`src/rtl/uart_rx_pkg.sv`:
```
package uart_rx_pkg;

  localparam int RX_DATA_W  = 8;
  localparam int RX_TAG_W   = 4;
  localparam int RX_ENTRY_W = RX_DATA_W + RX_TAG_W;

  // status word bit positions
  localparam int ST_FE = 0;
  localparam int ST_PE = 1;
  localparam int ST_BE = 2;
  localparam int ST_OE = 3;

  typedef struct packed {
    logic                 oe;
    logic                 be;
    logic                 pe;
    logic                 fe;
    logic [RX_DATA_W-1:0] data;
  } rx_entry_t;

  typedef enum logic [2:0] {
    RX_IDLE,
    RX_START,
    RX_DATA,
    RX_STOP,
    RX_BRKWAIT
  } rx_state_t;

endpackage

```
`src/rtl/uart_rx_sync.sv`:
```
module uart_rx_sync #(
  parameter int STAGES = 2
) (
  input  logic clk,
  input  logic rst_n,
  input  logic din,
  output logic dout,
  output logic fall
);

  logic [STAGES-1:0] stage_q;
  logic              prev_q;

  genvar g;
  generate
    for (g = 0; g < STAGES; g++) begin : g_stage
      if (g == 0) begin : g_first
        always_ff @(posedge clk) begin
          if (!rst_n) stage_q[0] <= 1'b1;
          else        stage_q[0] <= din;
        end
      end else begin : g_next
        always_ff @(posedge clk) begin
          if (!rst_n) stage_q[g] <= 1'b1;
          else        stage_q[g] <= stage_q[g-1];
        end
      end
    end
  endgenerate

  always_ff @(posedge clk) begin
    if (!rst_n) prev_q <= 1'b1;
    else        prev_q <= stage_q[STAGES-1];
  end

  assign dout = stage_q[STAGES-1];
  assign fall = prev_q & ~stage_q[STAGES-1];

endmodule

```
`src/rtl/uart_rx_frame.sv`:
```
module uart_rx_frame
  import uart_rx_pkg::*;
#(
  parameter int OSR = 16
) (
  input  logic                 clk,
  input  logic                 rst_n,
  input  logic                 tick,
  input  logic                 rxd,
  input  logic                 fall,
  output logic                 done,
  output logic [RX_DATA_W-1:0] data,
  output logic                 fe,
  output logic                 be
);

  localparam int CW = $clog2(OSR);
  localparam int IW = $clog2(RX_DATA_W);
  localparam logic [CW-1:0] HALF_LAST = CW'(OSR / 2 - 1);
  localparam logic [CW-1:0] FULL_LAST = CW'(OSR - 1);
  localparam logic [IW-1:0] IDX_LAST  = IW'(RX_DATA_W - 1);

  rx_state_t            st_q;
  logic [CW-1:0]        cnt_q;
  logic [IW-1:0]        idx_q;
  logic [RX_DATA_W-1:0] shr_q;
  logic                 all_low;

  assign all_low = (shr_q == '0) && !rxd;

  always_ff @(posedge clk) begin
    if (!rst_n) begin
      st_q  <= RX_IDLE;
      cnt_q <= '0;
      idx_q <= '0;
      shr_q <= '0;
      done  <= 1'b0;
      data  <= '0;
      fe    <= 1'b0;
      be    <= 1'b0;
    end else begin
      done <= 1'b0;
      case (st_q)
        RX_IDLE: begin
          if (fall) begin
            cnt_q <= '0;
            st_q  <= RX_START;
          end
        end
        RX_START: begin
          if (tick) begin
            if (cnt_q == HALF_LAST) begin
              cnt_q <= '0;
              idx_q <= '0;
              st_q  <= rxd ? RX_IDLE : RX_DATA;
            end else begin
              cnt_q <= cnt_q + 1'b1;
            end
          end
        end
        RX_DATA: begin
          if (tick) begin
            if (cnt_q == FULL_LAST) begin
              cnt_q <= '0;
              shr_q <= {rxd, shr_q[RX_DATA_W-1:1]};
              if (idx_q == IDX_LAST) st_q <= RX_STOP;
              else                   idx_q <= idx_q + 1'b1;
            end else begin
              cnt_q <= cnt_q + 1'b1;
            end
          end
        end
        RX_STOP: begin
          if (tick) begin
            if (cnt_q == FULL_LAST) begin
              cnt_q <= '0;
              done  <= 1'b1;
              data  <= shr_q;
              fe    <= !rxd;
              be    <= all_low;
              st_q  <= all_low ? RX_BRKWAIT : RX_IDLE;
            end else begin
              cnt_q <= cnt_q + 1'b1;
            end
          end
        end
        RX_BRKWAIT: begin
          if (rxd) st_q <= RX_IDLE;
        end
        default: st_q <= RX_IDLE;
      endcase
    end
  end

endmodule

```
`src/rtl/uart_rx_fifo.sv`:
```
module uart_rx_fifo #(
  parameter int WIDTH = 12,
  parameter int DEPTH = 16
) (
  input  logic             clk,
  input  logic             rst_n,
  input  logic             push,
  input  logic [WIDTH-1:0] push_data,
  input  logic             pop,
  output logic [WIDTH-1:0] head,
  output logic             empty,
  output logic             full
);

  localparam int AW = $clog2(DEPTH);
  localparam logic [AW:0] CNT_FULL = (AW+1)'(DEPTH);

  logic [WIDTH-1:0] mem_q [DEPTH];
  logic [AW-1:0]    wptr_q;
  logic [AW-1:0]    rptr_q;
  logic [AW:0]      cnt_q;
  logic             do_push;
  logic             do_pop;

  assign full    = (cnt_q == CNT_FULL);
  assign empty   = (cnt_q == '0);
  assign do_push = push && !full;
  assign do_pop  = pop && !empty;
  assign head    = mem_q[rptr_q];

  always_ff @(posedge clk) begin
    if (do_push) mem_q[wptr_q] <= push_data;
  end

  always_ff @(posedge clk) begin
    if (!rst_n) begin
      wptr_q <= '0;
      rptr_q <= '0;
      cnt_q  <= '0;
    end else begin
      if (do_push) wptr_q <= wptr_q + 1'b1;
      if (do_pop)  rptr_q <= rptr_q + 1'b1;
      case ({do_push, do_pop})
        2'b10:   cnt_q <= cnt_q + 1'b1;
        2'b01:   cnt_q <= cnt_q - 1'b1;
        default: cnt_q <= cnt_q;
      endcase
    end
  end

endmodule

```
`src/rtl/uart_rx_tagged.sv`:
```
module uart_rx_tagged
  import uart_rx_pkg::*;
#(
  parameter int DEPTH       = 16,
  parameter int OSR         = 16,
  parameter int SYNC_STAGES = 2
) (
  input  logic                  clk,
  input  logic                  rst_n,
  input  logic                  tick16,
  input  logic                  rx_serial,
  output logic                  rd_valid,
  input  logic                  rd_ready,
  output logic [RX_ENTRY_W-1:0] rd_data,
  output logic                  rx_empty,
  output logic                  rx_full,
  output logic [RX_TAG_W-1:0]   err_status,
  input  logic                  err_clr
);

  logic                 rxd;
  logic                 rx_fall;
  logic                 frm_done;
  logic [RX_DATA_W-1:0] frm_data;
  logic                 frm_fe;
  logic                 frm_be;
  logic                 lost;
  logic                 push;
  logic                 oe_pend_q;
  rx_entry_t            entry;
  logic [RX_TAG_W-1:0]  ev_bits;
  logic [RX_TAG_W-1:0]  status_d;

  uart_rx_sync #(.STAGES(SYNC_STAGES)) u_sync (
    .clk  (clk),
    .rst_n(rst_n),
    .din  (rx_serial),
    .dout (rxd),
    .fall (rx_fall)
  );

  uart_rx_frame #(.OSR(OSR)) u_frame (
    .clk  (clk),
    .rst_n(rst_n),
    .tick (tick16),
    .rxd  (rxd),
    .fall (rx_fall),
    .done (frm_done),
    .data (frm_data),
    .fe   (frm_fe),
    .be   (frm_be)
  );

  assign lost = frm_done && rx_full;
  assign push = frm_done && !rx_full;

  always_comb begin
    entry.oe   = oe_pend_q;
    entry.be   = frm_be;
    entry.pe   = 1'b0;
    entry.fe   = frm_fe;
    entry.data = frm_data;
  end

  uart_rx_fifo #(.WIDTH(RX_ENTRY_W), .DEPTH(DEPTH)) u_fifo (
    .clk      (clk),
    .rst_n    (rst_n),
    .push     (push),
    .push_data(entry),
    .pop      (rd_ready),
    .head     (rd_data),
    .empty    (rx_empty),
    .full     (rx_full)
  );

  assign rd_valid = !rx_empty;

  always_ff @(posedge clk) begin
    if (!rst_n)     oe_pend_q <= 1'b0;
    else if (lost)  oe_pend_q <= 1'b1;
    else if (push)  oe_pend_q <= 1'b0;
  end

  always_comb begin
    ev_bits        = '0;
    ev_bits[ST_OE] = lost;
    ev_bits[ST_BE] = frm_done && frm_be;
    ev_bits[ST_PE] = 1'b0;
    ev_bits[ST_FE] = frm_done && frm_fe;
    status_d       = (err_clr ? '0 : err_status) | ev_bits;
  end

  always_ff @(posedge clk) begin
    if (!rst_n) err_status <= '0;
    else        err_status <= status_d;
  end

endmodule

```
`config.mk`:
```
export PLATFORM = sky130hd
export DESIGN_NAME = uart_rx_tagged
export DESIGN_NICKNAME = d
export VERILOG_FILES = /design/src/rtl/uart_rx_pkg.sv /design/src/rtl/uart_rx_sync.sv /design/src/rtl/uart_rx_frame.sv /design/src/rtl/uart_rx_fifo.sv /design/src/rtl/uart_rx_tagged.sv
export SDC_FILE = /design/constraint.sdc
export NUM_CORES = 1
export LEC_CHECK = 0
export ABC_AREA = 1
export BUFFER_PORTS_ARGS = -buffer_cell sky130_fd_sc_hd__buf_2
export CELL_PAD_IN_SITES_DETAIL_PLACEMENT = 2
export CELL_PAD_IN_SITES_GLOBAL_PLACEMENT = 2
export CORE_MARGIN = 5
export CORE_UTILIZATION = 45
export DETAILED_ROUTE_END_ITERATION = 16
export PLACE_DENSITY_LB_ADDON = 0.1
export SLEW_MARGIN = 25
export SYNTH_ARGS = -nofsm -noshare
export SYNTH_HDL_FRONTEND = slang
export SYNTH_SLANG_ARGS = --single-unit
```
`constraint.sdc`:
```
create_clock -name clk -period 4.98 [get_ports clk]
set_input_delay 0.747 -clock clk [delete_from_list [all_inputs] [get_ports clk]]
set_output_delay 0.747 -clock clk [all_outputs]
set_load 0.005 [all_outputs]
```
; ---- Word level (Yosys, flattened, before mapping)
; Memories as Yosys holds them, arrays and structs flattened. A register that Yosys moved wholly into a read port is not among the register bits.
; Cells that the tools add are included.
[op_classes]
n_reduce_logical = 24
bitwise = 3
muxes = 33
n_addsub = 6
eq_ne = 21
[ops]
columns = op, n
row1 = two-way mux 3 bit, 15
row2 = two-way mux 4 bit, 8
row3 = one-hot mux 3 bit (5 select lines), 1
row4 = "adder 4 x 1 -> 4 bit, second input constant", 3
row5 = "!= test 2 bit, second input constant", 6
row6 = one-hot mux 4 bit (3 select lines), 1
row7 = "!= test 2 x 1 -> 1 bit, second input constant", 5
row8 = one-hot mux 5 bit (2 select lines), 1
row9 = AND reduction 3 bit, 3
row10 = AND reduction 9 bit, 1
row11 = zero test 8 bit, 1
row12 = logical AND 1 bit, 7
row13 = "== test 3 x 2 -> 1 bit, second input constant", 2
row14 = "== test 3 bit, second input constant", 2
row15 = one-hot mux 3 bit (2 select lines), 1
row16 = AND reduction 6 bit, 1
row17 = nonzero test 2 bit, 3
row18 = "adder 5 x 1 -> 5 bit, second input constant", 1
row19 = "== test 5 bit, second input constant", 1
row20 = zero test 5 bit, 1
row21 = two-way mux 1 bit, 5
row22 = "subtractor 5 x 1 -> 5 bit, second input constant", 1
row23 = "== test 4 x 3 -> 1 bit, second input constant", 1
row24 = "== test 4 bit, second input constant", 1
row25 = 13 further kinds, 15
[word_totals]
elab_cells = 104
output_inout_bits = 19
mem_count = 1
register_bits = 50
ram_bits = 176
in_bits = 6
[memory_table]
columns = memory, depth, word_bits, rd, rd_ports_with_merged_regs, write_ports, line_no
row1 = u_fifo.mem_q, 16, 11, 1, 1, 1, uart_rx_fifo.sv:18  ; logic [WIDTH-1:0] mem_q [DEPTH];

; ---- Depth between registers and ports, before layout
; Gate-level depths: netlist of run 1.
[depth]
word_depth = 6
ltp_mapped = 15
ltp_nobuf = 15

; ---- Cells and area by module
; A second synthesis of run 1 with hierarchy kept.
[unflattened]
hier_cells = 862
hier_area_um2 = 10281.1
[modules_own_cells]
columns = module, area_each_um2, seq_area_each_um2, cells_each, n_inst
row1 = uart_rx_fifo, 8640.8, 6105.9, 644, 1
row2 = uart_rx_frame, 1391.3, 580.6, 185, 1
row3 = uart_rx_tagged, 158.9, 80.1, 22, 1
row4 = uart_rx_sync, 90.1, 60.1, 11, 1

; ---- Least setup slack after synthesis of run 1
; Ideal clock, no wire load.
[synth_timing]
path_type = input to register
startpoint = input port rd_ready
endpoint = register u_fifo.cnt_q[4]
slack_ns = 2.836
setup_ns = 0.070
t_arrival_ns = 2.074
cell_stages = 13
required_time_ns = 4.910
path_buffers = 0
path_cell_list = nand2_1 -> inv_1 -> ha_1 -> xor2_1 -> ha_1 -> inv_1 -> nand2_1 -> nand3_1 -> nand2_1 -> nand2_1 -> nand2_1 -> nand2_1 -> a21oi_1
[synth_via]
elab_chain_len = 3
elab_cells_between_ends = 5
cone_classes = eq/ne (2) / mux (1) / reduce/logical (2)
[synth_rtl]
columns = element, line_no
row1 = from (decl), uart_rx_tagged.sv:13  ; input logic rd_ready,
row2 = logical AND 1 bit (*), uart_rx_fifo.sv:28  ; assign do_pop = pop && !empty;
row3 = == test 2 x 1 -> 1 bit or == test 2 bit (tied branches), uart_rx_fifo.sv:43  ; case ({do_push, do_pop})
row4 = one-hot mux 5 bit (2 select lines) or nonzero test 2 bit (tied branches), --
row5 = to (signal assigned), uart_rx_fifo.sv:44  ; 2'b10: cnt_q <= cnt_q + 1'b1;
row6 = to (signal assigned), uart_rx_fifo.sv:45  ; 2'b01: cnt_q <= cnt_q - 1'b1;
row7 = to (signal assigned), uart_rx_fifo.sv:46  ; default: cnt_q <= cnt_q;
row8 = to (decl), uart_rx_fifo.sv:21  ; logic [AW:0] cnt_q;
; Every way passes the cells marked *; elsewhere a longest branch is shown, timed or not.
; A chain may end at the register's enable or synchronous reset.

==> results.md, run 1 <==
Global routing:
- The total congestion overflow after global routing is 0.
- The first-pass GRT wire length is around 46 mm.
- Across every metal layer, demand over resource in global routing totals 0.246.
- The initial antenna violation count was 0.
- The number of global-route vias before repair is 7924.
- The maximum number of pins on one net before global-route repair is 123.

Timing:
- The worst slew margin relative to its limit is 0.340.
- Setup repair after global routing left no endpoint under its margin.
- Adding up every negative setup slack in the final design gives 0 ns.
- The routed design could run at a clock period as short as 3.46 ns.
- For the pin with the worst max-slew slack, the measured transition is 0.989 ns.
- The fmax is 289 MHz.
- The max-slew violation count is 0.
- The smallest setup slack after layout is 1.52 ns.
- The number of hold-slack violations in the final timing report came to 0.
- Setup violations remaining at the end of the flow were counted as 0.
- Of the available clock period, the critical path in the final layout requires 0.695.
- Across the routed clock network, the largest skew measured is between 0.015 and 0.02 ns.

Clock network:
- The post-CTS clock slew at the launch and capture registers of the worst setup and hold paths is 0.06 ns.
- The clock tree from TritonCTS is yes.
- The number of buffers inserted by post-CTS setup repair is 0.
- Counting the buffers created by CTS gives 26.
- The sink count of the clock tree is ~230.
- For the worst-skew pair, the clock arrives at the later sink with an insertion delay of 0.53 ns.
- The count of instances resized after the clock tree is built is 0.
- The clock tree root driver cell is sky130_fd_sc_hd__clkbuf_16.
- The number of buffers inserted by hold repair at cts is 0.
- In this run the deepest clock path goes through 3 buffers.
- The number of H-tree branching levels is 1.

Route:
- The routed layout has between 6000 and 7000 vias.
- The number of routed nets with antenna violations is 0.
- The post-detailed-route via-to-cell ratio is about 5.7.
- In the routed design, unresolved DRC markers number 0.
- After detailed routing, the total wire length is 29.7 mm.
- The first-pass iteration count of the detailed router is 5.
- The detailed-route wire length per cell is 24.4 um.
- After the first detailed-routing iteration, the DRC count stood at 406.

Critical path:
- In this run the worst path has a maximum fanout of 73.
- The kind of capture point of the worst setup path is an output port.
- The signal on the critical path passes through buf_16, buf_4, nand2_1, o211ai_1, nand3_1, nand3_1, nand2_1, buf_2.
- By startpoint and endpoint, the worst setup path is classified as reg -> out.
- The critical path's top delay family is buffers and inverters.
- STA classifies the critical path startpoint as a flop.
- The slowest stage of the critical path belongs to the cell sky130_fd_sc_hd__dfxtp_4.
- Data on the critical path is required at its endpoint by ~4.2 ns.
- The data arrival time at the worst-slack endpoint is 2.71 ns.
- The worst stage delay on the critical path is 0.69 ns.
- Together, buffers and inverters on the worst path number 3.

Run status:
- The run finished with clean final reports.

Cells and area:
- The number of antenna diodes in the final layout is 0.
- The layout filler cell count is 2130.
- With fillers left out, the area of the finished cells amounts to 10900 sq um.
- The share of cells above drive strength 1 is 0.120.
- After the last flow step, the layout net total stands at about 940.
- At the end of the flow the core is filled with cells to 0.516.
- The layout overhead on the synthesized area is 12.8%.

Job:
- Across the run, the number of max-cap violations was 0.

Power:
- VDD sags by at most 0.000273 V.
- The static leakage is 4.19 nW.
- The power density relative to cell area is 500 nW/um^2.

Placed design:
- In this run the cell area measured after placement is 9990 sq um.
- The count of buffers inserted at the top-level ports is 22.
- At the end of routability-driven placement, the weighted congestion stood at 0.821.
- The wire-length estimate of the detail-placed layout is 18.3 mm.
- The worst slack at placement is 1.88 ns.

Yosys:
- The count of yosys warnings during synthesis is 0.
- The portion of the post-synthesis area used by sequential elements is 0.658.
- The synthesized area divided by synthesized cell count is 10.6 sq um.
- In this run, synthesis inferred 176 flip-flops with an integrated enable.
- The area of the mapped netlist is 9640 sq um.
- Synthesis inferred 229 register bits.
- The number of cells produced by synthesis is roughly 910.
- The count of unique library cells instantiated by Yosys is 33.
- The post-synthesis async set-or-reset flop share is 0.
- In the synthesized netlist the dominant register cell turns out to be sky130_fd_sc_hd__edfxtp_1.

Die:
- Measured along the x axis, the die boundary spans 156 um.
- The floorplan core area is 21100 sq um.
- For this configuration, the core starts out at a cell density of 0.457.
- The area of the die is 24500 sq um.
- The die boundary height is between 150 and 200 um.
- The number of top-level pins is 25.
- The floorplan row count is 53.

Min path:
- The worst min-delay path category is in -> reg.
[layout make-up]
type | count | area (sq um) | area share
sequential | 229 | 6350 | 0.584
timing repair buffer | 33 | 213 | 0.0195
clock inverter | 14 | 153 | 0.0140
clock buffer | 34 | 712 | 0.0654
inverter | 138 | 518 | 0.0476
tap | 275 | 344 | 0.0316
multi-input combinational | 496 | 2590 | 0.238
[cell usage after synthesis (2+ instances only)]
| master | n | area share |
|---|---|---|
| sky130_fd_sc_hd__buf_1 | 5 | 0.0019 |
| sky130_fd_sc_hd__inv_2 | 7 | 0.0027 |
| sky130_fd_sc_hd__nor2_1 | 52 | 0.020 |
| sky130_fd_sc_hd__a21oi_1 | 70 | 0.036 |
| sky130_fd_sc_hd__edfxtp_1 | 176 | 0.55 |
| sky130_fd_sc_hd__o21ai_0 | 71 | 0.037 |
| sky130_fd_sc_hd__o21ai_1 | 5 | 0.0026 |
| sky130_fd_sc_hd__dfxtp_1 | 53 | 0.11 |
| sky130_fd_sc_hd__ha_1 | 12 | 0.016 |
| sky130_fd_sc_hd__nand4_1 | 6 | 0.0039 |
| sky130_fd_sc_hd__nand3_1 | 87 | 0.045 |
| sky130_fd_sc_hd__nor2_4 | 2 | 0.0023 |
| sky130_fd_sc_hd__or2_2 | 4 | 0.0026 |
| sky130_fd_sc_hd__nand2_1 | 113 | 0.044 |
| sky130_fd_sc_hd__buf_4 | 9 | 0.0070 |
| sky130_fd_sc_hd__buf_2 | 16 | 0.0083 |
| sky130_fd_sc_hd__clkbuf_1 | 14 | 0.0054 |
| sky130_fd_sc_hd__nand2_2 | 9 | 0.0058 |
| sky130_fd_sc_hd__nor3_1 | 3 | 0.0016 |
| sky130_fd_sc_hd__nor2_2 | 2 | 0.0013 |
| sky130_fd_sc_hd__xor2_1 | 6 | 0.0054 |
| sky130_fd_sc_hd__o211ai_1 | 44 | 0.034 |
| sky130_fd_sc_hd__inv_1 | 130 | 0.051 |
[report_power, final]
group          switching, mW  total (mW)  internal, mW
Sequential             0.179        2.27          2.09
Clock                  0.783        1.95          1.17
Combinational          0.803        1.22         0.422
[logic make-up after synthesis]
group / count (synthesis) / synth area share
DFF: 229 / 0.658
adders and majority gates: 12 / 0.0156
and+or+nand+nor: 281 / 0.130
buffers and inverters: 182 / 0.0764
other: 1 / 0.000389
xor gates and xnor gates: 7 / 0.00636
AOI/OAI and AO/OA: 194 / 0.113
[cell usage in the layout (no fill, tap or decap), types with 3 or more instances in the layout]
cell,n
sky130_fd_sc_hd__a21oi_1,70
sky130_fd_sc_hd__buf_2,22
sky130_fd_sc_hd__buf_4,10
sky130_fd_sc_hd__bufinv_16,3
sky130_fd_sc_hd__clkbuf_1,6
sky130_fd_sc_hd__clkbuf_16,27
sky130_fd_sc_hd__clkinv_2,8
sky130_fd_sc_hd__dfxtp_1,51
sky130_fd_sc_hd__edfxtp_1,176
sky130_fd_sc_hd__ha_1,12
sky130_fd_sc_hd__inv_1,130
sky130_fd_sc_hd__inv_2,7
sky130_fd_sc_hd__nand2_1,113
sky130_fd_sc_hd__nand2_2,9
sky130_fd_sc_hd__nand3_1,87
sky130_fd_sc_hd__nand4_1,6
sky130_fd_sc_hd__nor2_1,42
sky130_fd_sc_hd__nor2_2,12
sky130_fd_sc_hd__nor3_1,3
sky130_fd_sc_hd__o211ai_1,44
sky130_fd_sc_hd__o21ai_0,71
sky130_fd_sc_hd__o21ai_1,5
sky130_fd_sc_hd__or2_2,4
sky130_fd_sc_hd__xor2_1,6
[registers in the layout, summed over array words and instances, names as in the netlist, named ones only]
name	cells
u_frame.shr_q	8
u_fifo.mem_q	176
u_frame.idx_q	3
u_sync.stage_q	1
u_frame.data	8
u_sync.prev_q	1
oe_pend_q	1
err_status	3
u_frame.cnt_q	4
u_fifo.cnt_q	5
u_fifo.wptr_q	4
u_sync.dout	1
u_frame.be	1
u_frame.st_q	3
u_frame.done	1
u_fifo.rptr_q	4
u_frame.fe	1
[through the flow]
stage | power, mW | hold WS [ns] | instances
after floorplan | 3.11 | 0.393 | 907
after CTS | 5.45 | 0.397 | 1218
after global placement | 3.34 | 0.414 | 1170
final | 5.44 | 0.412 | 1219
after detailed placement | 3.47 | 0.427 | 1170
after global routing | 5.72 | 0.395 | 1219
[path summary, 6_finish.rpt]
check	startpoint	to	slack (ns)	cells after the start
hold / removal	rx_serial	u_sync.stage_q[0]$_SDFF_PN1_	0.41	2
setup reg to reg	u_fifo.cnt_q[1]$_SDFFE_PN0P_	u_fifo.cnt_q[4]$_SDFFE_PN0P_	2.57	15
hold reg to reg	u_sync.stage_q[0]$_SDFF_PN1_	u_sync.dout$_SDFF_PN1_	0.43	1
setup / recovery	flop	rd_data[7]	1.52	8
[layer usage]
metal	vias up	GRT usage	share of wire	wire length, um
met5	-	0	0	0
met4	0	0.0740	0.028	819
met3	54	0.0318	0.040	1190
met2	171	0.457	0.53	15600
met1	3560	0.297	0.41	12100
li1	3134	-	-	-
No activity file was read; power rests on OpenSTA's default activity.
==> inputs of run 2 (changes only) <==
Settings changed: CORE_UTILIZATION 45 to 42.
Clock period 4.98 ns to 3.26 ns, I/O delays scaled along.
==> run 2 against run 1 <==
Net effect:
- sequential power rose by 49%
- clock skew increased by 0.0070 ns
- die area grew 6.7%
- wire length shrank 3.5%
- sequential share of layout area is 0.057 points lower
- combinational power up 56%
- final cell count increased by 1.9%
- clock-buffer cell count rose by 5
- via count down 1.3%
- critical path depth is 1 lower
- clock power up 38%
- largest cell class unchanged
==> results.md, run 2 (synthesized netlist as in run 1, its figures left out) <==
Cells and area:
- The flip-flop count of the largest register, all copies and words added was 176 (unchanged).
- The layout overhead on the synthesized area is 12.9% (about the same).
- The largest registers in the layout are u_fifo.mem_q x176, u_frame.data x8, u_frame.shr_q x8.
- The number of nets in the layout is 955 (+1.4%).
- The register containing the most flip-flops in the final layout is u_fifo.mem_q.
- The final instance count without filler cells is 1242 (+1.9%).
- The number of diodes added for antenna fixing is 0 (unchanged).
- The library cells used most frequently in the layout, excluding fill and tap cells, are 176 x sky130_fd_sc_hd__edfxtp_1, 130 x sky130_fd_sc_hd__inv_1, 113 x sky130_fd_sc_hd__nand2_1, 87 x sky130_fd_sc_hd__nand3_1, 71 x sky130_fd_sc_hd__o21ai_0.
- The core utilization of the finished layout came to 0.481 (-0.0351).
- The share of cells above drive strength 1 is 0.113 (-0.00685).
- The most common cell after layout, fill and taps aside is sky130_fd_sc_hd__edfxtp_1.

Power:
- The static leakage is 4.14 nW (-1.4%).
- The power spent charging and discharging nets is 2.59 mW (+47%).
- The combinational cell fraction of total power is 0.238 (+0.013).
- The cell-internal power is 5.39 mW (+47%).
- The part of the power in registers was 0.423 (+0.006).
- The final total power is 7.98 mW (+47%).
- The proportion of total power due to net switching is 0.324 (about the same).
- The peak supply drop is 0.000474 V (+73%).
- The share of total power in the clock network is 0.339 (-0.019).
- The power density relative to cell area is 732 nW/um^2 (+47%).

Route:
- The post-detailed-route via-to-cell ratio is 5.50 (-3.1%).
- The first-pass iteration count of the detailed router is 5 (unchanged).
- The iteration-0 DRC count of the detailed router is 469 (+16%).
- The total wirelength of the detailed-routed design is 28.7 mm (-3.5%).
- The number of routed nets with antenna violations is 0 (unchanged).
- The final routed DRC violation total was 0 (unchanged).
- The detailed-route wire length per cell came to 23.1 um (-5.2%).
- The total number of vias is 6829 (-1.3%).

Die:
- The initial cell density of the core is 0.426 (-0.0314).
- The number of top-level pins came to 25 (unchanged).
- The area of the die was 26100 sq um (+6.7%).
- The floorplan core area came to 22600 sq um (+7.4%).
- The die boundary height is 162 um (+3.3%).
- The horizontal die dimension is 162 um (+3.3%).
- The floorplan row count is 55 (+3.8%).

Timing:
- The actual transition at the worst max-transition pin was 0.842 ns (-0.147 ns).
- Static timing analysis puts the maximum clock frequency at 347 MHz.
- The post-route clock period utilization is 0.885.
- The setup clock skew after layout is 0.0231 ns (+0.00703 ns).
- Setup repair after global routing left no endpoint under its margin.
- The setup-violating endpoint count in the final report is 0 (unchanged).
- The number of hold-slack violations in the final timing report is 0 (unchanged).
- The worst path in the final design needs a cycle of 2.88 ns, including I/O delays and setup.
- The accumulated negative setup slack was 0 ns (unchanged).
- The max-slew violation count was 0 (unchanged).
- The smallest setup slack after layout is 0.375 ns (-1.14 ns).
- The worst slew margin relative to its limit came to 0.438 (+0.0984).

Min path:
- The worst hold path belongs to the class in -> reg.
- The worst hold path begins at rx_serial.

Clock network:
- The sink count of the clock tree came to 229 (unchanged).
- The clock tree from TritonCTS is yes.
- The number of buffers inserted by post-CTS setup repair is 0 (unchanged).
- The number of buffers inserted by hold repair at cts was 0 (unchanged).
- The number of H-tree branching levels is 1 (unchanged).
- The tree is rooted in a sky130_fd_sc_hd__clkbuf_16.
- The insertion delay of the later-clocked pin in the worst-skew pair was 0.53 ns (about the same).
- The CTS buffer count came to 26 (unchanged).
- The post-CTS clock slew at the launch and capture registers of the worst setup and hold paths is 0.05 ns (about the same).
- The count of instances resized after the clock tree is built was 0 (unchanged).
- The number of buffers between clock root and the deepest sink came to 3 (unchanged).

Critical path:
- The worst setup path is captured at an output port.
- The worst endpoint required time is 2.77 ns (-1.46 ns).
- By startpoint and endpoint, the worst setup path is classified as reg -> out.
- The data arrival time at the worst-slack endpoint was 2.40 ns (-0.31 ns).
- In this run the critical register-to-register path is launched from u_fifo.cnt_q[4]$_SDFFE_PN0P_.
- The element type at the critical path start is a flop.
- The maximum fanout count along the critical path is 60 (-18%).

Global routing:
- The first-pass GRT wire length was 44.5 mm (-3.0%).
- The global-route usage over all layers was 0.221 (-0.0252).
- The maximum number of pins on one net before global-route repair is 61 (-50%).
- The number of global-route vias before repair is 7621 (-3.8%).
- The total congestion overflow after global routing was 0 (unchanged).
- The met3 track demand over resource is 0.0322 (+0.000348).
- The initial antenna violation count is 0 (unchanged).
- The met1 layer usage reported by global route is 0.276 (-0.0208).
- The layer flagged by global routing as most heavily used is met2.
- The met2 track demand over resource is 0.405 (-0.0520).

Placed design:
- The count of buffers inserted at the top-level ports is 22 (unchanged).
- The routability congestion estimate is 0.803 (-2.2%).
- The HPWL reported at the end of detailed placement is 18.1 mm (-1.2%).
- The worst slack at placement is 0.821 ns (-1.06 ns).
- The number of placed instances with taps included was 1194 (+2.1%).

Run status:
- The run finished with clean final reports.

Job:
- The number of max-capacitance violations reported was 0 (unchanged).
[run 2: power by group through the flow]
stage | registers [mW] | logic, mW | clock network (mW)
2_1_floorplan | 3.30 | 1.42 | 0
3_5_place_dp | 3.44 | 1.88 | 0
6_report | 3.38 | 1.90 | 2.70
4_1_cts | 3.38 | 1.93 | 2.77
5_1_grt | 3.40 | 2.13 | 2.89
3_3_place_gp | 3.42 | 1.75 | 0
[run 2: path summary, 6_finish.rpt]
check,to,depth (start not counted),slack [ns]
worst max-delay path,rd_data[8],7,0.38
worst min-delay path,u_sync.stage_q[0]$_SDFF_PN1_,2,0.17
worst max register to register,u_fifo.cnt_q[4]$_SDFFE_PN0P_,15,0.81
worst min register to register,u_sync.dout$_SDFF_PN1_,1,0.41
[run 2: metal layers]
metal,wire [um],share of wire
met1,12000,0.42
met2,14900,0.52
met3,1170,0.041
met4,600,0.021
met5,0,0
[run 2: area by class of cell]
class	instances	area, sq um
Clock buffer	39	741
Clock inverter	9	42.5
Fill cell	2348	11800
Inverter	138	518
Multi-Input combinational cell	496	2560
Sequential cell	229	6350
Tap cell	285	357
Timing Repair Buffer	46	315
[run 2: metrics by stage]
stage | area (sq um) | hold WS, ns
6_report | 10900 | 0.168
5_1_grt | 10900 | 0.160
4_1_cts | 10900 | 0.151
3_5_place_dp | 10100 | 0.402
3_3_place_gp | 10100 | 0.397
2_1_floorplan | 9650 | 0.393
[run 2: critical path: stages (launching register included)]
cell and delay (ns):
sky130_fd_sc_hd__dfxtp_4 0.76, sky130_fd_sc_hd__buf_12 0.30, sky130_fd_sc_hd__a21oi_1 0.11, sky130_fd_sc_hd__o21ai_0 0.15
sky130_fd_sc_hd__nand3_1 0.17, sky130_fd_sc_hd__nand3_1 0.14, sky130_fd_sc_hd__nand2_1 0.10, sky130_fd_sc_hd__buf_2 0.14
